$ cat src/rtl/pdm_pkg.sv
package pdm_pkg;
  typedef enum logic [1:0] {
    REG_DIV_MASKED = 2'd0,
    REG_DIV_PLAIN  = 2'd1,
    REG_BLANK      = 2'd2,
    REG_CTRL       = 2'd3
  } reg_sel_e;
endpackage

$ cat src/rtl/pdm_edge_sel.sv
module pdm_edge_sel (
  input  logic clk,
  input  logic rst,
  input  logic pin,
  input  logic both_edges,
  output logic evt
);
  logic pin_q;

  always_ff @(posedge clk) begin
    if (rst) pin_q <= 1'b0;
    else     pin_q <= pin;
  end

  assign evt = (pin & ~pin_q) | (both_edges & ~pin & pin_q);
endmodule

$ cat src/rtl/pdm_divider.sv
module pdm_divider #(
  parameter int W = 7
) (
  input  logic         clk,
  input  logic         rst,
  input  logic         ld,
  input  logic [W-1:0] ld_val,
  input  logic         evt,
  output logic         pulse
);
  localparam logic [W-1:0] ONE = W'(1);

  logic [W-1:0] reload_q;
  logic [W-1:0] cnt_q;

  always_ff @(posedge clk) begin
    if (rst) begin
      reload_q <= '0;
      cnt_q    <= '0;
      pulse    <= 1'b0;
    end else begin
      pulse <= 1'b0;
      if (ld) begin
        reload_q <= ld_val;
        cnt_q    <= ld_val;
      end else if (evt) begin
        if (cnt_q == '0) begin
          pulse <= 1'b1;
          cnt_q <= reload_q;
        end else begin
          cnt_q <= cnt_q - ONE;
        end
      end
    end
  end

  AST_LOAD_ON_WRITE: assert property (@(posedge clk) disable iff (rst)
    ld |=> (cnt_q == $past(ld_val)));
  AST_TERMINAL_RELOAD: assert property (@(posedge clk) disable iff (rst)
    (evt && !ld && cnt_q == '0) |=> (pulse && cnt_q == $past(reload_q)));
  AST_PULSE_NEEDS_EVENT: assert property (@(posedge clk) disable iff (rst)
    pulse |-> $past(evt));
endmodule

$ cat src/rtl/pdm_blanker.sv
module pdm_blanker #(
  parameter int W     = 8,
  parameter int SEL_W = 2,
  localparam int NT   = 1 << SEL_W
) (
  input  logic             clk,
  input  logic             rst,
  input  logic             ld,
  input  logic [W-1:0]     ld_val,
  input  logic [NT-1:0]    tick_vec,
  input  logic [SEL_W-1:0] sel,
  input  logic             pin,
  output logic             pout
);
  localparam logic [W-1:0] ONE = W'(1);

  logic [W-1:0] reload_q;
  logic [W-1:0] cnt_q;
  logic         active_q;
  logic         tick;

  assign tick = tick_vec[sel];
  assign pout = pin & ~active_q;

  always_ff @(posedge clk) begin
    if (rst) begin
      reload_q <= '1;
      cnt_q    <= '1;
      active_q <= 1'b0;
    end else begin
      if (ld) reload_q <= ld_val;
      if (pin && !active_q) begin
        active_q <= 1'b1;
        cnt_q    <= ld ? ld_val : reload_q;
      end else if (ld) begin
        cnt_q <= ld_val;
      end else if (active_q && tick) begin
        if (cnt_q == '0) active_q <= 1'b0;
        else             cnt_q    <= cnt_q - ONE;
      end
    end
  end

  AST_WINDOW_OPENS: assert property (@(posedge clk) disable iff (rst)
    (pin && !active_q && !ld) |=> (active_q && cnt_q == $past(reload_q)));
  AST_HOLD_WITHOUT_TICK: assert property (@(posedge clk) disable iff (rst)
    (active_q && !tick && !ld) |=> (active_q && $stable(cnt_q)));
  AST_BLANK_LOAD: assert property (@(posedge clk) disable iff (rst)
    (ld && !(pin && !active_q)) |=> (cnt_q == $past(ld_val)));
endmodule

$ cat src/rtl/pdm_top.sv
module pdm_top #(
  parameter int DIV_W  = 7,
  parameter int BLK_W  = 8,
  parameter int SEL_W  = 2,
  parameter int DATA_W = 8,
  localparam int NT    = 1 << SEL_W
) (
  input  logic              clk,
  input  logic              rst,
  input  logic              wr_en,
  input  logic [1:0]        wr_addr,
  input  logic [DATA_W-1:0] wr_data,
  input  logic              tach_in,
  input  logic [NT-1:0]     presc_tick,
  output logic              pulse_masked,
  output logic              pulse_plain
);
  import pdm_pkg::*;

  reg_sel_e         addr;
  logic             both_q;
  logic [SEL_W-1:0] sel_q;
  logic             evt;
  logic             div_m_pulse;
  logic             wr_div_m;
  logic             wr_div_p;
  logic             wr_blank;
  logic             wr_ctrl;

  assign addr     = reg_sel_e'(wr_addr);
  assign wr_div_m = wr_en && addr == REG_DIV_MASKED;
  assign wr_div_p = wr_en && addr == REG_DIV_PLAIN;
  assign wr_blank = wr_en && addr == REG_BLANK;
  assign wr_ctrl  = wr_en && addr == REG_CTRL;

  always_ff @(posedge clk) begin
    if (rst) begin
      both_q <= 1'b0;
      sel_q  <= '0;
    end else if (wr_ctrl) begin
      both_q <= wr_data[0];
      sel_q  <= wr_data[SEL_W:1];
    end
  end

  pdm_edge_sel u_edge (
    .clk(clk), .rst(rst), .pin(tach_in), .both_edges(both_q), .evt(evt)
  );

  pdm_divider #(.W(DIV_W)) u_div_m (
    .clk(clk), .rst(rst), .ld(wr_div_m), .ld_val(wr_data[DIV_W-1:0]),
    .evt(evt), .pulse(div_m_pulse)
  );

  pdm_divider #(.W(DIV_W)) u_div_p (
    .clk(clk), .rst(rst), .ld(wr_div_p), .ld_val(wr_data[DIV_W-1:0]),
    .evt(evt), .pulse(pulse_plain)
  );

  pdm_blanker #(.W(BLK_W), .SEL_W(SEL_W)) u_blank (
    .clk(clk), .rst(rst), .ld(wr_blank), .ld_val(wr_data[BLK_W-1:0]),
    .tick_vec(presc_tick), .sel(sel_q), .pin(div_m_pulse), .pout(pulse_masked)
  );

  AST_MASKED_FROM_DIVIDER: assert property (@(posedge clk) disable iff (rst)
    pulse_masked |-> $past(evt));
endmodule

$ cat config.mk
export PLATFORM = sky130hd
export DESIGN_NAME = pdm_top
export DESIGN_NICKNAME = d
export VERILOG_FILES = /design/src/rtl/pdm_pkg.sv /design/src/rtl/pdm_edge_sel.sv /design/src/rtl/pdm_divider.sv /design/src/rtl/pdm_blanker.sv /design/src/rtl/pdm_top.sv
export SDC_FILE = /design/constraint.sdc
export NUM_CORES = 1
export LEC_CHECK = 0
export BUFFER_PORTS_ARGS = -buffer_cell sky130_fd_sc_hd__buf_2
export CORE_ASPECT_RATIO = 1.5
export CORE_MARGIN = 2
export CORE_UTILIZATION = 30
export CTS_CLUSTER_SIZE = 28
export DETAILED_ROUTE_END_ITERATION = 10
export PLACE_DENSITY_LB_ADDON = 0.3
export SLEW_MARGIN = 20
export SYNTH_ARGS = -nofsm -noshare
export SYNTH_HDL_FRONTEND = slang
export SYNTH_SLANG_ARGS = --single-unit
$ cat constraint.sdc
create_clock -name clk -period 2.6 [get_ports clk]
set_clock_uncertainty 0.05 [all_clocks]
set_input_delay 0.39 -clock clk [delete_from_list [all_inputs] [get_ports clk]]
set_output_delay 0.39 -clock clk [all_outputs]
set_load 0.01 [all_outputs]
==> results of run 1 <==
## flip-flops by register name, summed over array words and instances (netlist names)
| signal | cells |
|---|---|
| sel_q | 2 |
| u_div_p.cnt_q | 7 |
| u_blank.reload_q | 8 |
| u_blank.active_q | 1 |
| u_blank.cnt_q | 8 |
| u_edge.pin_q | 1 |
| u_div_p.reload_q | 7 |
| u_div_m.pulse | 1 |
| u_div_m.reload_q | 7 |
| u_div_p.pulse | 1 |
| u_div_m.cnt_q | 7 |
| both_q | 1 |
## synth_stat cells, types with 2 or more instances
master / n / area [um2]
a2111oi_0: 2 / 17.5
a211o_1: 3 / 26.3
a211oi_1: 9 / 67.6
a21o_1: 4 / 30.0
a21oi_1: 35 / 175
a31oi_1: 4 / 25.0
and2_1: 2 / 12.5
clkbuf_1: 16 / 60.1
dfxtp_1: 51 / 1020
ha_1: 5 / 62.6
inv_1: 13 / 48.8
mux2i_1: 8 / 80.1
nand2_1: 53 / 199
nand2b_1: 2 / 12.5
nand3_1: 11 / 55.1
nand3b_1: 4 / 30.0
nor2_1: 31 / 116
nor3_1: 10 / 50.1
nor3b_1: 2 / 15.0
nor4_1: 8 / 50.1
o211ai_1: 6 / 45.0
o21a_1: 2 / 15.0
o21ai_0: 21 / 105
o21bai_1: 2 / 15.0
o22a_1: 2 / 17.5
o22ai_1: 5 / 31.3
or3_1: 6 / 37.5
xor2_1: 2 / 17.5
## kinds of logic after synthesis
kind of cell	count (synthesis)
muxes	9
AOI/OAI and AO/OA	100
xor gates and xnor gates	3
buffers and inverters	30
DFF	51
adders and majority gates	5
and+or+nand+nor	140
## area by class of cell
| cell class | instances | area, um2 | area share |
|---|---|---|---|
| clock inverters | 2 | 12.5 | 0.00422 |
| flip-flops and latches | 51 | 1020 | 0.344 |
| clock buffers | 6 | 129 | 0.0435 |
| inverters | 13 | 48.8 | 0.0165 |
| well taps | 107 | 134 | 0.0451 |
| multi-input cells | 257 | 1470 | 0.495 |
| repair buffers | 25 | 153 | 0.0515 |
## power by group through the flow
stage	registers (uW)	logic [uW]	clock network, uW
2_1_floorplan	916	358	0
3_3_place_gp	933	467	0
3_5_place_dp	936	473	0
4_1_cts	918	477	672
5_1_grt	931	540	704
6_report	921	474	645
## final timing paths
check / start / slack (ns) / to
max reg2reg: u_blank.cnt_q[2] / 0.31 / u_blank.cnt_q[1]
min reg2reg: u_blank.reload_q[7] / 0.40 / u_blank.reload_q[7]
max: u_blank.cnt_q[2] / 0.31 / u_blank.cnt_q[1]
min: wr_data[7] / 0.28 / u_blank.reload_q[7]
## per-layer routing
metal / GRT usage / vias to the layer above / part of all wire
met5: 0 / - / 0
met4: 0.0794 / 0 / 0.041
met3: 0.0245 / 20 / 0.041
met2: 0.245 / 70 / 0.49
met1: 0.182 / 1128 / 0.43
li1: - / 1239 / -
## per-stage QoR
stage,setup WS (ns),cells
floorplan,0.434,338
global placement,0.349,453
detailed placement,0.319,453
CTS,0.307,461
global route,0.222,461
finish,0.308,461
## critical path, delay by kind of cell, from the launching register on
family	cells	cell delay, ns
compound gates	2	0.56
flops	1	0.37
simple gates	3	1.20
## cells in the final DEF (no fill, tap or decap), types with 9 or more instances in the layout
| cell | n |
|---|---|
| nand2_1 | 53 |
| a21oi_1 | 35 |
| dfxtp_1 | 51 |
| nor3_1 | 10 |
| o21ai_0 | 21 |
| inv_1 | 13 |
| nor2_1 | 31 |
| buf_2 | 19 |
| nand3_1 | 11 |
| a211oi_1 | 9 |
==> impl_metrics.toml, run 1 <==
[timing]
setup_tns_ns = 0
worstMarginPinSlew_ns = 0.706
fmax_mhz = 436
slew_headroom = 0.530
holdWs_ns = 0.282
fin_crit_ns = 2.29
setup_viol = 0
hold_viol_final = 0
drv_slew = 0
period_share = 0.882
rsz0062_at_grt = "no"

[min_path]
holdCritPathClass = "input pin to flop"
holdPathStages = 3

[critical_path]
arrival_ns = 2.43
slowest_stage = "or4_4"
critPathLaunchType = "flop"
slowest_delay_ns = 0.56
crit_chain = "or4_4 -> or4b_4 -> a21oi_4 -> nor3_1 -> a211o_1"
required_ns = 2.73
critPathKind = "flop to flop"
crit_fanout = 10
crit_path_end_kind = "flop"
reg2regPathDepth = 5

[place]
place_hpwl_um = 4650
portBuffers = 19
place_area_um2 = 2820
place_congestion = 0.890

[synthesis]
ys_seq_area_frac = 0.392
synth_top_family_by_area = "simple AND/OR/NAND/NOR gates"
synthAdderAreaFrac = 0.0241
synth.avg_cell_area_um2 = 7.70
ys_async_sr_fraction = 0
synth_compound_area_frac = 0.237
synth-edff-count = 0
ys_seq_elements = 51
netlist_instances = 338
synthMuxAreaShare = 0.0351
ys.flop_type = "dfxtp_1"
ys_types = 47
syn_nets = 361
synthSimpleGateAreaFrac = 0.258
yosys_warnings = 0
synth_xor_area_frac = 0.0101
syn-cell-area_um2 = 2600

[cts]
cts_sinks = 51
cts_tree = "yes"
clock_latency_ns = 0.29
cts-root-buf = "clkbuf_16"
cts_buffers = 5
clk_path_buf_depth = 2
h-tree-depth = 2
cts.hold.buffers_added = 0
clk_pin_slew_ns = 0.07
post_cts_buffers = 0
ctsResizeCount = 0

[cells_and_area]
area_growth_pct = 14.0
fin_area_um2 = 2970
utilization = 0.352
fill_cells = 940
drive_gt1_frac = 0.110
n_antenna_cell = 0
nNetsFinal = 376

[route]
viasPerCell = 5.33
drc = 0
routed-via-count = 2457
routedWlPerCell_um = 14.3
drt_pass1_iterations = 5
ant_nets = 0
drt_iter0_markers = 137
wl_um = 6580

[floorplanning]
start_util = 0.309
die_w_um = 80.0
die_area_um2 = 9450
io_pins = 20
fp-row-count = 41
fp.coreArea_um2 = 8410
die_h_um = 118

[power_and_ir_drop]
power_frac_seq = 0.452
swShare = 0.310
combPwrFrac = 0.232
vdd_drop_max_mv = 0.354
p_total_uw = 2040
p_leak_uw = 0.00115
power.internal_uw = 1410
clockPowerShare = 0.316
powerDensity_nw_per_um2 = 688
power_switching_uw = 632

[global_routing]
gr-total-overflow = 0
grt_pass1_vias = 2326
grt_pass1_wl_um = 11200
grt_max_degree = 36
grt_use_total = 0.149
antenna_found_initial = 0

[run_status]
outcome = "finished, final reports clean"

[run]
maxCapViolations = 0
No activity file was read; power rests on OpenSTA's default activity.
==> run 2: changes to the inputs <==
--- a/config.mk
+++ b/config.mk
@@ -8,6 +8,6 @@
 export BUFFER_PORTS_ARGS = -buffer_cell sky130_fd_sc_hd__buf_2
 export CORE_ASPECT_RATIO = 1.5
-export CORE_MARGIN = 2
-export CORE_UTILIZATION = 30
+export CORE_MARGIN = 8
+export CORE_UTILIZATION = 59
 export CTS_CLUSTER_SIZE = 28
 export DETAILED_ROUTE_END_ITERATION = 10
==> constraint.sdc (replaced) <==
create_clock -name clk -period 2.6 [get_ports clk]
set_clock_uncertainty 0.05 [all_clocks]
set_input_delay 0.26 -clock clk [delete_from_list [all_inputs] [get_ports clk]]
set_output_delay 0.26 -clock clk [all_outputs]
set_load 0.01 [all_outputs]
==> run 2 against run 1 <==
  * Design area fell by 4.8%
  * Total power fell by 9.5%
  * Via count rose by 0.90%
  * Non-clock buffer count did not move
  * Setup slack got worse by 0.0098 ns
  * Wire length fell by 7.3%
  * Register-to-register slack barely moved
  * Largest power group unchanged
==> impl_metrics.toml, run 2 (synthesis results as in run 1) <==
[route]
routedWlPerCell_um = 15.3
routed-via-count = 2479
viasPerCell = 6.21
drc = 0
wl_um = 6100
drt_pass1_iterations = 5
ant_nets = 0
drt_iter0_markers = 233

[global_routing]
grt_pass1_wl_um = 10300
gr-total-overflow = 0
grt_use_total = 0.178
antenna_found_initial = 0
grt_max_degree = 34
grt_pass1_vias = 2322

[floorplanning]
fp.coreArea_um2 = 4250
io_pins = 20
die_area_um2 = 6830
die_h_um = 97.3
die_w_um = 70.2
start_util = 0.613
fp-row-count = 29

[cts]
post_cts_buffers = 0
cts-root-buf = "clkbuf_8"
clock_latency_ns = 0.30
cts_buffers = 5
cts_tree = "yes"
ctsResizeCount = 0
cts_sinks = 51
cts.hold.buffers_added = 0
h-tree-depth = 2
clk_path_buf_depth = 2
clk_pin_slew_ns = 0.09

[cells_and_area]
fin_area_um2 = 2820
mostFrequentLayoutCell = "nand2_1"
multiInputGateArea_um2 = 1470
nNetsFinal = 376
area_growth_pct = 8.51
n_antenna_cell = 0
regArea_um2 = 1020
top_regs = "u_blank.cnt_q (8), u_blank.reload_q (8)"
fill_cells = 365
drive_gt1_frac = 0.110
layout_common_cells = "nand2_1, dfxtp_1, a21oi_1"

[power_and_ir_drop]
powerDensity_nw_per_um2 = 654
p_total_uw = 1850
p_leak_uw = 0.00112
vdd_drop_max_mv = 0.540

[critical_path]
crit_fanout = 10
slowest_delay_ns = 0.55
required_ns = 2.74
crit_chain = "or4_4 -> or4b_4 -> a21oi_4 -> nor3_1 -> a211o_1"
regToRegSetupSlack_ns = 0.30
critPathKind = "flop to flop"
critPathLaunchType = "flop"
arrival_ns = 2.44
crit_path_end_kind = "flop"
slowest_stage = "or4_4"

[run]
maxCapViolations = 0

[place]
place_area_um2 = 2740
place_congestion = 0.868
portBuffers = 19
place_hpwl_um = 4360

[min_path]
holdCritPathClass = "input pin to flop"

[timing]
setup_viol = 0
holdWs_ns = 0.132
rsz0062_at_grt = "no"
fmax_mhz = 434
worstMarginPinSlew_ns = 0.689
drv_slew = 0
fin_crit_ns = 2.30
slew_headroom = 0.540
period_share = 0.885
hold_viol_final = 0
setup_tns_ns = 0

[run_status]
outcome = "finished, final reports clean"
[run 2: worst paths after layout]
check / endpoint / cells past startpoint / startpoint
worst max-delay path: u_blank.cnt_q[0] / 5 / u_blank.cnt_q[2]
worst min-delay path: u_blank.reload_q[7] / 3 / wr_data[7]
worst max register to register: u_blank.cnt_q[0] / 5 / u_blank.cnt_q[2]
worst min register to register: u_blank.reload_q[7] / 2 / u_blank.reload_q[7]
[run 2: routing by layer]
layer | up-vias | wire length, um | global-route usage
met5 | - | 0 | 0
met4 | 0 | 80 | 0.0559
met3 | 8 | 236 | 0.0327
met2 | 62 | 3170 | 0.323
met1 | 1170 | 2610 | 0.200
li1 | 1239 | - | -
[run 2: critical path, delay by kind of cell (launching register included)]
kind / cells / cell delay (ns)
AND/OR/NAND/NOR: 3 / 1.19
AO/OA/AOI/OAI: 2 / 0.58
flip-flops: 1 / 0.37
[run 2: report_power, final]
part / switching, uW / total [uW] / leakage (uW) / internal (uW)
clock network: 251 / 460 / 0.0000470 / 209
logic: 267 / 466 / 0.000657 / 199
registers: 70.1 / 919 / 0.000418 / 849
total: 588 / 1850 / 0.00112 / 1260
[run 2: final cells by class]
| type | instances | area share |
|---|---|---|
| repair buffers | 25 | 0.0496 |
| clock inverters | 1 | 0.00177 |
| clock buffers | 6 | 0.0293 |
| inverters | 13 | 0.0173 |
| flip-flops and latches | 51 | 0.362 |
| multi-input cells | 257 | 0.520 |
| well taps | 46 | 0.0204 |
[run 2: metrics by stage]
stage,worst slack [ns],util,cells
final,0.298,0.665,399
after global routing,0.204,0.665,399
after CTS,0.311,0.665,399
after detailed placement,0.322,0.644,392
after global placement,0.359,0.644,392
after floorplan,0.434,-,338
==> run 3: changes to the inputs <==
- clock period: 2.6 -> 2.2 ns (I/O delays scaled with it)
==> run 3 against run 2 <==
  * Core utilization up 2.1 points
  * Critical endpoint unchanged
  * Non-clock buffer count grew 8
  * First-iteration DRC count fell by 0.86%
  * Highest routed layer unchanged
==> impl_metrics.toml, run 3 (synthesis results as in run 1) <==
[timing]
fmax_mhz = 474
fin_crit_ns = 2.11
period_share = 0.959
drv_slew = 0
rsz0062_at_grt = "no"
setup_tns_ns = 0
worstMarginPinSlew_ns = 0.649
layout_setup_ws_ns = 0.0901
setup_viol = 0
slew_headroom = 0.567
hold_viol_final = 0

[cts]
post_cts_buffers = 0
cts_sinks = 51
h-tree-depth = 2
cts-root-buf = "clkbuf_8"
clock_latency_ns = 0.30
cts.hold.buffers_added = 0
cts_tree = "yes"
clk_pin_slew_ns = 0.09
clk_path_buf_depth = 2
cts_buffers = 5
ctsResizeCount = 0

[cells_and_area]
multiInputGateArea_um2 = 1470
fin_cells = 408
drive_gt1_frac = 0.133
regArea_um2 = 1020
n_antenna_cell = 0
mostFrequentLayoutCell = "nand2_1"
fill_cells = 349
nNetsFinal = 384
area_growth_pct = 12.0
top_regs = "u_blank.cnt_q (8), u_blank.reload_q (8)"
layout_common_cells = "nand2_1, dfxtp_1, a21oi_1"

[route]
drt_pass1_iterations = 4
met1Wirelength_um = 2640
met3_length_um = 253
routed-wl-met2_um = 3290
routed-via-count = 2534
routedWlPerCell_um = 15.7
viasPerCell = 6.21
drt_iter0_markers = 231
ant_nets = 0
top_layer_used = "met4"
wl_um = 6390
drc = 0

[critical_path]
critPathKind = "flop to flop"
regToRegSetupSlack_ns = 0.09
arrival_ns = 2.26
required_ns = 2.35
reg2regPathDepth = 5
critPathLaunchType = "flop"
crit_path_end_kind = "flop"
crit_fanout = 4
rr_startpoint = "u_blank.cnt_q[2]"
r2r-end = "u_blank.cnt_q[0]"

[floorplanning]
start_util = 0.613
fp.coreArea_um2 = 4250
die_area_um2 = 6830
fp-row-count = 29
io_pins = 20
die_w_um = 70.2
die_h_um = 97.3

[global_routing]
gr-total-overflow = 0
grt_pass1_wl_um = 11000
grt_max_degree = 37
antenna_found_initial = 0
grt_pass1_vias = 2546
grt_use_total = 0.190

[place]
portBuffers = 19
dpl.cell_count = 400
place_hpwl_um = 4560
dp_slack_ns = 0.0999
place_congestion = 0.899

[min_path]
min-delay-start = "wr_data[7]"
holdCritPathClass = "input pin to flop"
worstHoldEndpoint = "u_blank.reload_q[7]"
holdPathStages = 3

[power_and_ir_drop]
p_leak_uw = 0.00117
vdd_drop_max_mv = 0.750
powerDensity_nw_per_um2 = 805

[run]
maxCapViolations = 0

[run_status]
outcome = "finished, final reports clean"
==> run 3: changes by cell type in the layout (fill, tap and decap cells not counted) <==
cell	previous run	this run
bufinv_16	0	1
buf_4	6	14
==> run 3: cell type report <==
| class | instances | share of cell area |
|---|---|---|
| clock buffers | 6 | 0.0284 |
| clock inverters | 2 | 0.0120 |
| inverters | 13 | 0.0168 |
| well taps | 46 | 0.0198 |
| flip-flops and latches | 51 | 0.351 |
| repair buffers | 33 | 0.0687 |
| multi-input cells | 257 | 0.504 |
==> run 3: worst max-delay path by stage <==
stage | startpoint | cells after the start | to
final | u_blank.cnt_q[2] | 5 | u_blank.cnt_q[0]
after global routing | u_blank.cnt_q[2] | 5 | u_blank.cnt_q[0]
after CTS | u_blank.cnt_q[2] | 5 | u_blank.cnt_q[0]
after detailed placement | u_blank.cnt_q[2] | 5 | u_blank.cnt_q[0]
after global placement | u_blank.cnt_q[2] | 5 | u_blank.cnt_q[1]
after floorplan | u_blank.cnt_q[2] | 5 | u_blank.cnt_q[0]
==> run 3: per-layer routing <==
layer | track usage | up-vias
li1 | - | 1255
met1 | 0.207 | 1199
met2 | 0.332 | 62
met3 | 0.0348 | 18
met4 | 0.104 | 0
met5 | 0 | -
==> run 3: power by group <==
| group | internal (uW) | switching [uW] |
|---|---|---|
| combinational | 256 | 329 |
| clock | 368 | 309 |
| sequential | 1000 | 79.0 |
==> run 3: worst max-delay path, stage by stage, from the launching register on <==
cell and delay, ns:
dfxtp_1 0.32, or4_4 0.53, or4b_4 0.55, a21oi_4 0.21
nor3_1 0.08, a211o_1 0.27
==> run 3: per-stage QoR <==
step,hold WS [ns],util,instance area (um2),power [uW]
CTS,0.0801,0.686,2910,2350
finish,0.0847,0.686,2910,2340
detailed placement,0.387,0.658,2800,1680
floorplan,0.269,-,2600,1510
global placement,0.381,0.658,2800,1660
global route,0.0930,0.686,2910,2480
